==> src/rtl/tce_pkg.sv <==
`timescale 1ns/1ps
package tce_pkg;

  // Control-to-datapath strobes
  typedef struct packed {
    logic loadInit;   // capture initial state, clear cost and error
    logic applyGate;  // apply the gate currently addressed
  } tceStrobes_t;

  // Implementation cost by control count
  function automatic logic [15:0] gateCost(input int nCtrl);
    logic [15:0] c;
    case (nCtrl)
      0:       c = 16'd0;
      1:       c = 16'd1;
      2:       c = 16'd14;
      3:       c = 16'd56;
      4:       c = 16'd140;
      default: c = 16'(112 * (nCtrl - 3));
    endcase
    return c;
  endfunction

endpackage

==> src/rtl/tce_gate_store.sv <==
`timescale 1ns/1ps
module tce_gate_store #(
  parameter int DEPTH   = 32,
  parameter int STATE_W = 8,
  parameter int IDX_W   = 3,
  parameter int ADDR_W  = 5
) (
  input  logic               clk,
  input  logic               rstN,
  input  logic               wrEn,
  input  logic               busy,
  input  logic [ADDR_W-1:0]  wrAddr,
  input  logic [IDX_W-1:0]   wrTarget,
  input  logic [STATE_W-1:0] wrMask,
  input  logic               wrValid,
  input  logic [ADDR_W-1:0]  rdAddr,
  output logic [IDX_W-1:0]   curTarget,
  output logic [STATE_W-1:0] curMask,
  output logic               curValid,
  output logic               nextValid
);

  logic [IDX_W-1:0]   tgtMem  [DEPTH];
  logic [STATE_W-1:0] maskMem [DEPTH];
  logic               valMem  [DEPTH];
  logic [ADDR_W-1:0]  nextAddr;

  for (genvar i = 0; i < DEPTH; i++) begin : g_entry
    always_ff @(posedge clk) begin
      if (!rstN) begin
        tgtMem[i]  <= '0;
        maskMem[i] <= '0;
        valMem[i]  <= 1'b0;
      end else if (wrEn && !busy && wrAddr == ADDR_W'(i)) begin
        tgtMem[i]  <= wrTarget;
        maskMem[i] <= wrMask;
        valMem[i]  <= wrValid;
      end
    end
  end

  assign nextAddr  = rdAddr + ADDR_W'(1);
  assign curTarget = tgtMem[rdAddr];
  assign curMask   = maskMem[rdAddr];
  assign curValid  = valMem[rdAddr];
  assign nextValid = valMem[nextAddr];

endmodule

==> src/rtl/tce_ctrl.sv <==
`timescale 1ns/1ps
module tce_ctrl
  import tce_pkg::*;
#(
  parameter int DEPTH  = 32,
  parameter int ADDR_W = 5
) (
  input  logic              clk,
  input  logic              rstN,
  input  logic              start,
  input  logic              curValid,
  input  logic              nextValid,
  output logic              busy,
  output logic              done,
  output logic [ADDR_W-1:0] rdAddr,
  output tceStrobes_t       strobes
);

  localparam logic [ADDR_W-1:0] LAST_ADDR = ADDR_W'(DEPTH - 1);

  logic              busyQ;
  logic              doneQ;
  logic [ADDR_W-1:0] pc;
  logic              lastStep;

  always_comb begin
    lastStep          = !curValid || (pc == LAST_ADDR) || !nextValid;
    strobes.loadInit  = start && !busyQ;
    strobes.applyGate = busyQ && curValid;
  end

  always_ff @(posedge clk) begin
    if (!rstN) begin
      busyQ <= 1'b0;
      doneQ <= 1'b0;
      pc    <= '0;
    end else begin
      doneQ <= busyQ && lastStep;
      if (!busyQ) begin
        if (start) begin
          busyQ <= 1'b1;
          pc    <= '0;
        end
      end else if (lastStep) begin
        busyQ <= 1'b0;
      end else begin
        pc <= pc + ADDR_W'(1);
      end
    end
  end

  assign busy   = busyQ;
  assign done   = doneQ;
  assign rdAddr = pc;

endmodule

==> src/rtl/tce_datapath.sv <==
`timescale 1ns/1ps
module tce_datapath
  import tce_pkg::*;
#(
  parameter int STATE_W = 8,
  parameter int IDX_W   = 3,
  parameter int NUM_IN  = 4,
  parameter int COST_W  = 16
) (
  input  logic               clk,
  input  logic               rstN,
  input  tceStrobes_t        strobes,
  input  logic [STATE_W-1:0] initState,
  input  logic [IDX_W-1:0]   curTarget,
  input  logic [STATE_W-1:0] curMask,
  output logic [STATE_W-1:0] stateOut,
  output logic [COST_W-1:0]  totalCost,
  output logic               illegalSeen,
  output logic               proper,
  output logic               fValue
);

  localparam int WORK_BIT = NUM_IN;
  localparam logic [STATE_W-1:0] IN_MASK  = STATE_W'((64'd1 << NUM_IN) - 64'd1);
  localparam logic [STATE_W-1:0] AUX_MASK = ~STATE_W'((64'd1 << (NUM_IN + 1)) - 64'd1);

  logic [STATE_W-1:0] stateQ;
  logic [STATE_W-1:0] initQ;
  logic [COST_W-1:0]  costQ;
  logic               illQ;
  logic               gateIllegal;
  logic               andTerm;
  logic [STATE_W-1:0] gatedState;
  logic [COST_W-1:0]  stepCost;

  always_comb begin
    gateIllegal = curMask[curTarget];
    andTerm     = &(stateQ | ~curMask);
    gatedState  = stateQ;
    gatedState[curTarget] = stateQ[curTarget] ^ andTerm;
    stepCost    = COST_W'(gateCost($countones(curMask)));
  end

  always_ff @(posedge clk) begin
    if (!rstN) begin
      stateQ <= '0;
      initQ  <= '0;
      costQ  <= '0;
      illQ   <= 1'b0;
    end else if (strobes.loadInit) begin
      stateQ <= initState;
      initQ  <= initState;
      costQ  <= '0;
      illQ   <= 1'b0;
    end else if (strobes.applyGate) begin
      if (gateIllegal) begin
        illQ <= 1'b1;
      end else begin
        stateQ <= gatedState;
        costQ  <= costQ + stepCost;
      end
    end
  end

  assign stateOut    = stateQ;
  assign totalCost   = costQ;
  assign illegalSeen = illQ;
  assign proper      = (((stateQ ^ initQ) & IN_MASK) == '0)
                    && ((stateQ & AUX_MASK) == '0)
                    && ((initQ & AUX_MASK) == '0);
  assign fValue      = stateQ[WORK_BIT] ^ initQ[WORK_BIT];

endmodule

==> src/rtl/toffoli_cascade_eval.sv <==
`timescale 1ns/1ps
module toffoli_cascade_eval
  import tce_pkg::*;
#(
  parameter int STATE_W = 8,
  parameter int DEPTH   = 32,
  parameter int NUM_IN  = 4,
  parameter int COST_W  = 16,
  parameter int IDX_W   = $clog2(STATE_W),
  parameter int ADDR_W  = $clog2(DEPTH)
) (
  input  logic               clk,
  input  logic               rstN,
  input  logic               wrEn,
  input  logic [ADDR_W-1:0]  wrAddr,
  input  logic [IDX_W-1:0]   wrTarget,
  input  logic [STATE_W-1:0] wrMask,
  input  logic               wrValid,
  input  logic               start,
  input  logic [STATE_W-1:0] initState,
  output logic               busy,
  output logic               done,
  output logic [STATE_W-1:0] stateOut,
  output logic               proper,
  output logic               fValue,
  output logic [COST_W-1:0]  totalCost,
  output logic               illegalSeen
);

  tceStrobes_t        strobes;
  logic [ADDR_W-1:0]  rdAddr;
  logic [IDX_W-1:0]   curTarget;
  logic [STATE_W-1:0] curMask;
  logic               curValid;
  logic               nextValid;

  tce_gate_store #(
    .DEPTH(DEPTH), .STATE_W(STATE_W), .IDX_W(IDX_W), .ADDR_W(ADDR_W)
  ) u_store (
    .clk(clk), .rstN(rstN), .wrEn(wrEn), .busy(busy),
    .wrAddr(wrAddr), .wrTarget(wrTarget), .wrMask(wrMask), .wrValid(wrValid),
    .rdAddr(rdAddr), .curTarget(curTarget), .curMask(curMask),
    .curValid(curValid), .nextValid(nextValid)
  );

  tce_ctrl #(
    .DEPTH(DEPTH), .ADDR_W(ADDR_W)
  ) u_ctrl (
    .clk(clk), .rstN(rstN), .start(start),
    .curValid(curValid), .nextValid(nextValid),
    .busy(busy), .done(done), .rdAddr(rdAddr), .strobes(strobes)
  );

  tce_datapath #(
    .STATE_W(STATE_W), .IDX_W(IDX_W), .NUM_IN(NUM_IN), .COST_W(COST_W)
  ) u_dp (
    .clk(clk), .rstN(rstN), .strobes(strobes), .initState(initState),
    .curTarget(curTarget), .curMask(curMask),
    .stateOut(stateOut), .totalCost(totalCost), .illegalSeen(illegalSeen),
    .proper(proper), .fValue(fValue)
  );

endmodule

==> config.mk <==
export PLATFORM = sky130hd
export DESIGN_NAME = toffoli_cascade_eval
export DESIGN_NICKNAME = d
export VERILOG_FILES = /design/src/rtl/tce_pkg.sv /design/src/rtl/tce_gate_store.sv /design/src/rtl/tce_ctrl.sv /design/src/rtl/tce_datapath.sv /design/src/rtl/toffoli_cascade_eval.sv
export SDC_FILE = /design/constraint.sdc
export NUM_CORES = 1
export LEC_CHECK = 0
export CORE_ASPECT_RATIO = 0.6
export CORE_UTILIZATION = 45
export DETAILED_ROUTE_END_ITERATION = 10
export GPL_TIMING_DRIVEN = 1
export HOLD_SLACK_MARGIN = 0.12
export PLACE_DENSITY_LB_ADDON = 0.15
export SLEW_MARGIN = 20
export SYNTH_ARGS = -nofsm -noshare
export SYNTH_HDL_FRONTEND = slang
export SYNTH_HIERARCHICAL = 1
export SYNTH_SLANG_ARGS = --single-unit
==> constraint.sdc <==
create_clock -name clk -period 21.9 [get_ports clk]
set_input_delay 4.38 -clock clk [delete_from_list [all_inputs] [get_ports clk]]
set_output_delay 4.38 -clock clk [all_outputs]
set_load 0.02 [all_outputs]
==> summary by stage <==
Timing
Derived from the worst setup path, the maximum achievable clock frequency is just over 100 MHz. Counting I/O delays and the setup requirement, the final critical path takes 9.90 ns. The hold violation count in the final report is 0.

Measured against its own limit, the worst slew margin works out to slightly below 30%. The fraction of the cycle the final worst path needs is about 45%. The sum of negative setup slack is 0 ns. The minimum setup slack in the final design is 12.00 ns. Between clock sinks in the finished design, the worst skew comes to 0.0308 ns. Setup repair after global routing left no endpoint under its margin.

The number of pins exceeding their max-slew limit in the final report is 0. The total of endpoints with negative setup slack in the final report is 0. For the pin with the worst max-slew slack, the measured transition is about 1.1 ns.

Clock network
The number of buffers inserted during clock tree synthesis is 42. Clock tree synthesis selected as its root buffer the cell sky130_fd_sc_hd__clkbuf_16. The number of buffers inserted by post-CTS setup repair is 0.

Clock-pin slew was measured on the worst setup and hold paths at 0.06 ns. The post-cts sizing count is 0. The clock reaches the later pin of the worst-skew pair after 0.57 ns.

The number of hold buffers added after CTS was 0. The maximum clock path buffer count is 3. CTS built an H-tree with a depth of 2. CTS saw 424 sinks. The clock tree from TritonCTS is built.

Critical path
At the worst endpoint, the required time is roughly 22 ns. The worst setup path is captured at a flip-flop. The highest-delay cell along the critical path is sky130_fd_sc_hd__dfxtp_4. The biggest cell delay along the critical path is around 0.93 ns. The startpoint kind of the worst setup timing path is a flip-flop. The top cell family by delay on the critical path is adder cells. The worst setup path is of the flip-flop to flip-flop kind. Together, buffers and inverters on the worst path number 5. The maximum fanout along the worst path is 43.

The dominant cell type by count on the critical path is sky130_fd_sc_hd__fa_1. Data on the critical path arrives at its endpoint at 10.36 ns.

Power
The sequential group share of total power is about two fifths. The net switching fraction of the power is between 30% and 40%. The design draws 2280 uW.

The power density over the cells is around 93 nW/um^2. VDD sags by at most 0.000115 V. The leakage power is just under 0.009 uW. The internal portion of the total power is about 1500 uW. The switching component of the power is ~740 uW. Of the total power, combinational logic draws ~30%. The clock network is responsible for between 20% and 30% of the overall power.

Placement
The count of input and output buffers is 57. Counting tap cells, the placed design contains a total of around 2300 instances. Prior to clock tree synthesis, the placed netlist has a worst setup slack of 12.00 ns. The area after detailed placement is approximately 23000 sq um.

The routability congestion estimate is between 0.8 and 0.9. The post-DP HPWL is roughly 40000 um.

Route
The antenna violation net count after detailed routing is 0. The overall routed net length is 59400 um. The first-pass iteration count of the detailed router is 8.

The detailed router finished its first iteration with ~1500 violations. The final route contains 13900 vias. The per-cell routed wire length is between 20 and 25 um. The number of DRC violations after detailed routing is 4. The post-detailed-route via-to-cell ratio is just under 6.

Outcome
The flow ran to the end, but the final reports show violations. The checks that failed: DRC.

Cells and area
In the final layout, flip-flops and latches occupy approximately 12000 sq um. The finished cells cover roughly 24000 sq um. In the final layout, the multi-input gates occupy 9000 sq um. Fill cells in the final layout number around 4100.

From synthesis to final layout, the design area changed by 10.8%. After the flow finishes, the layout carries non-filler instances totaling around 2400. The final net count is 1799.

The fraction of final layout cells sized beyond drive strength 1 is 14.9%.

Yosys
The area share of the largest cell type after synthesis is between 50 and 60%. Summing every instance area after synthesis gives ~22000 sq um. Ranked by instance count, the synthesized netlist is headed by 394 x sky130_fd_sc_hd__and2_1, 383 x sky130_fd_sc_hd__edfxtp_1, 103 x sky130_fd_sc_hd__mux4_2.

In this run, synthesis produced a sequential element count of around 420. The async set or reset register ratio after synthesis is 0%. The top flip-flop cell by instance count after synthesis is sky130_fd_sc_hd__edfxtp_1.

The biggest area consumer among synthesized cells is sky130_fd_sc_hd__edfxtp_1. The number of instances in the synthesized netlist is 1700. The share of synthesized area occupied by flip-flops and latches is 55.9%. Yosys attributes the largest share of cell area to sky130_fd_sc_hd__edfxtp_1 52%, sky130_fd_sc_hd__and2_1 11%, sky130_fd_sc_hd__mux4_2 11%. The Yosys step of the flow raised 6 warnings. After synthesis, the mean cell area works out to roughly 13 sq um. The synthesized design contains approximately 380 enable-type register cells. The number of unique standard cell types used by synthesis is 66. When the netlist entered floorplanning its net count stood at 1784. The most common cell in the netlist is sky130_fd_sc_hd__and2_1.

Flow run
The max-capacitance violation count is 0.

Floorplan
For this design the top-level I/O count stands at slightly below 60. Once the floorplan was initialized, standard cells occupied between 40% and 50% of the core. The die footprint is approximately 50000 sq um.

In this run the core area contains 62 standard-cell rows. After floorplanning, the core was sized to cover approximately 48000 sq um. The die is between 200 and 300 um wide. The die is 173 um tall.

Global routing
The via count of the first global-routing pass is 13300. The maximum number of pins on one net before global-route repair is 56. The combined global-route utilization of all metal layers is between 20% and 30%. For this run the aggregate overflow at the end of global routing stands at 0. The first global-routing pass estimated around 89000 um of wire. The number of antenna violations at the first check in global routing was 2.

Min path
The path class of the lowest-slack min-delay path is flip-flop to flip-flop.
[cell families after synthesis]
logic type,count (synthesis),synth area share [%]
and+or+nand+nor,633,16.3
DFF,424,55.9
AOI/OAI and AO/OA,214,6.13
buffers and inverters,175,3.33
muxes,167,13.6
adders and majority gates,55,3.43
xor gates and xnor gates,32,1.27
[worst min-delay path, delay by kind of cell, from the launching register on]
family / cells / cell delay, ns
flops: 1 / 0.31
simple gates: 1 / 0.06
compound gates: 1 / 0.07
[layout make-up]
type,count,area share (%)
Sequential cell,424,50.5
Tap cell,640,3.28
Clock buffer,56,4.62
Inverter,46,0.707
Multi-Input combinational cell,1101,36.9
Clock inverter,20,0.456
Timing Repair Buffer,100,3.52
Antenna cell,3,0.0308
[metal layers]
layer | vias up | routed length, um | global-route usage [%]
li1 | 6203 | - | -
met1 | 7031 | 29100 | 40.1
met2 | 571 | 24100 | 32.2
met3 | 59 | 5500 | 4.97
met4 | 0 | 729 | 3.92
met5 | - | 0 | 0
[path summary, 6_finish.rpt]
kind,cells past startpoint,endpoint,start,slack (ns)
max,31,u_dp/totalCost[15]$_SDFFE_PP0P_,u_ctrl/rdAddr[1]$_SDFFE_PN0P_,12.00
min,2,u_dp/initQ[5]$_SDFFE_PN0P_,u_dp/initQ[5]$_SDFFE_PN0P_,0.49
max reg2reg,31,u_dp/totalCost[15]$_SDFFE_PP0P_,u_ctrl/rdAddr[1]$_SDFFE_PN0P_,12.00
min reg2reg,2,u_dp/initQ[5]$_SDFFE_PN0P_,u_dp/initQ[5]$_SDFFE_PN0P_,0.49
[power by group through the flow]
stage | registers (uW) | clock network (uW) | logic [uW]
CTS | 924 | 696 | 668
global placement | 940 | 0 | 655
finish | 924 | 680 | 679
detailed placement | 941 | 0 | 664
floorplan | 938 | 0 | 492
global route | 927 | 723 | 759
[through the flow]
step                util (%)  hold WS [ns]
floorplan                  -         0.452
global placement        48.2         0.467
detailed placement      48.2         0.478
CTS                     50.8         0.489
global route            50.7         0.516
finish                  50.8         0.489
[cells in the final DEF, fill, tap and decap left out, types with 43 or more instances in the layout]
cell	n
sky130_fd_sc_hd__nand2_1	56
sky130_fd_sc_hd__and2_1	394
sky130_fd_sc_hd__clkbuf_16	43
sky130_fd_sc_hd__edfxtp_1	383
sky130_fd_sc_hd__buf_4	43
sky130_fd_sc_hd__a21oi_1	52
sky130_fd_sc_hd__inv_1	46
sky130_fd_sc_hd__clkdlybuf4s50_1	50
sky130_fd_sc_hd__mux4_2	103
sky130_fd_sc_hd__ha_1	46
sky130_fd_sc_hd__nor2_1	87
[sequential cells by signal (all words and copies together) (netlist names)]
name              count
u_ctrl/done           1
u_ctrl/busy           1
u_ctrl/rdAddr         5
u_dp/totalCost       16
u_store/maskMem     256
u_dp/initQ            8
u_dp/stateOut         8
u_store/tgtMem       96
u_store/valMem       32
u_dp/illegalSeen      1
Note: power is estimated with default switching activity, not from simulation.
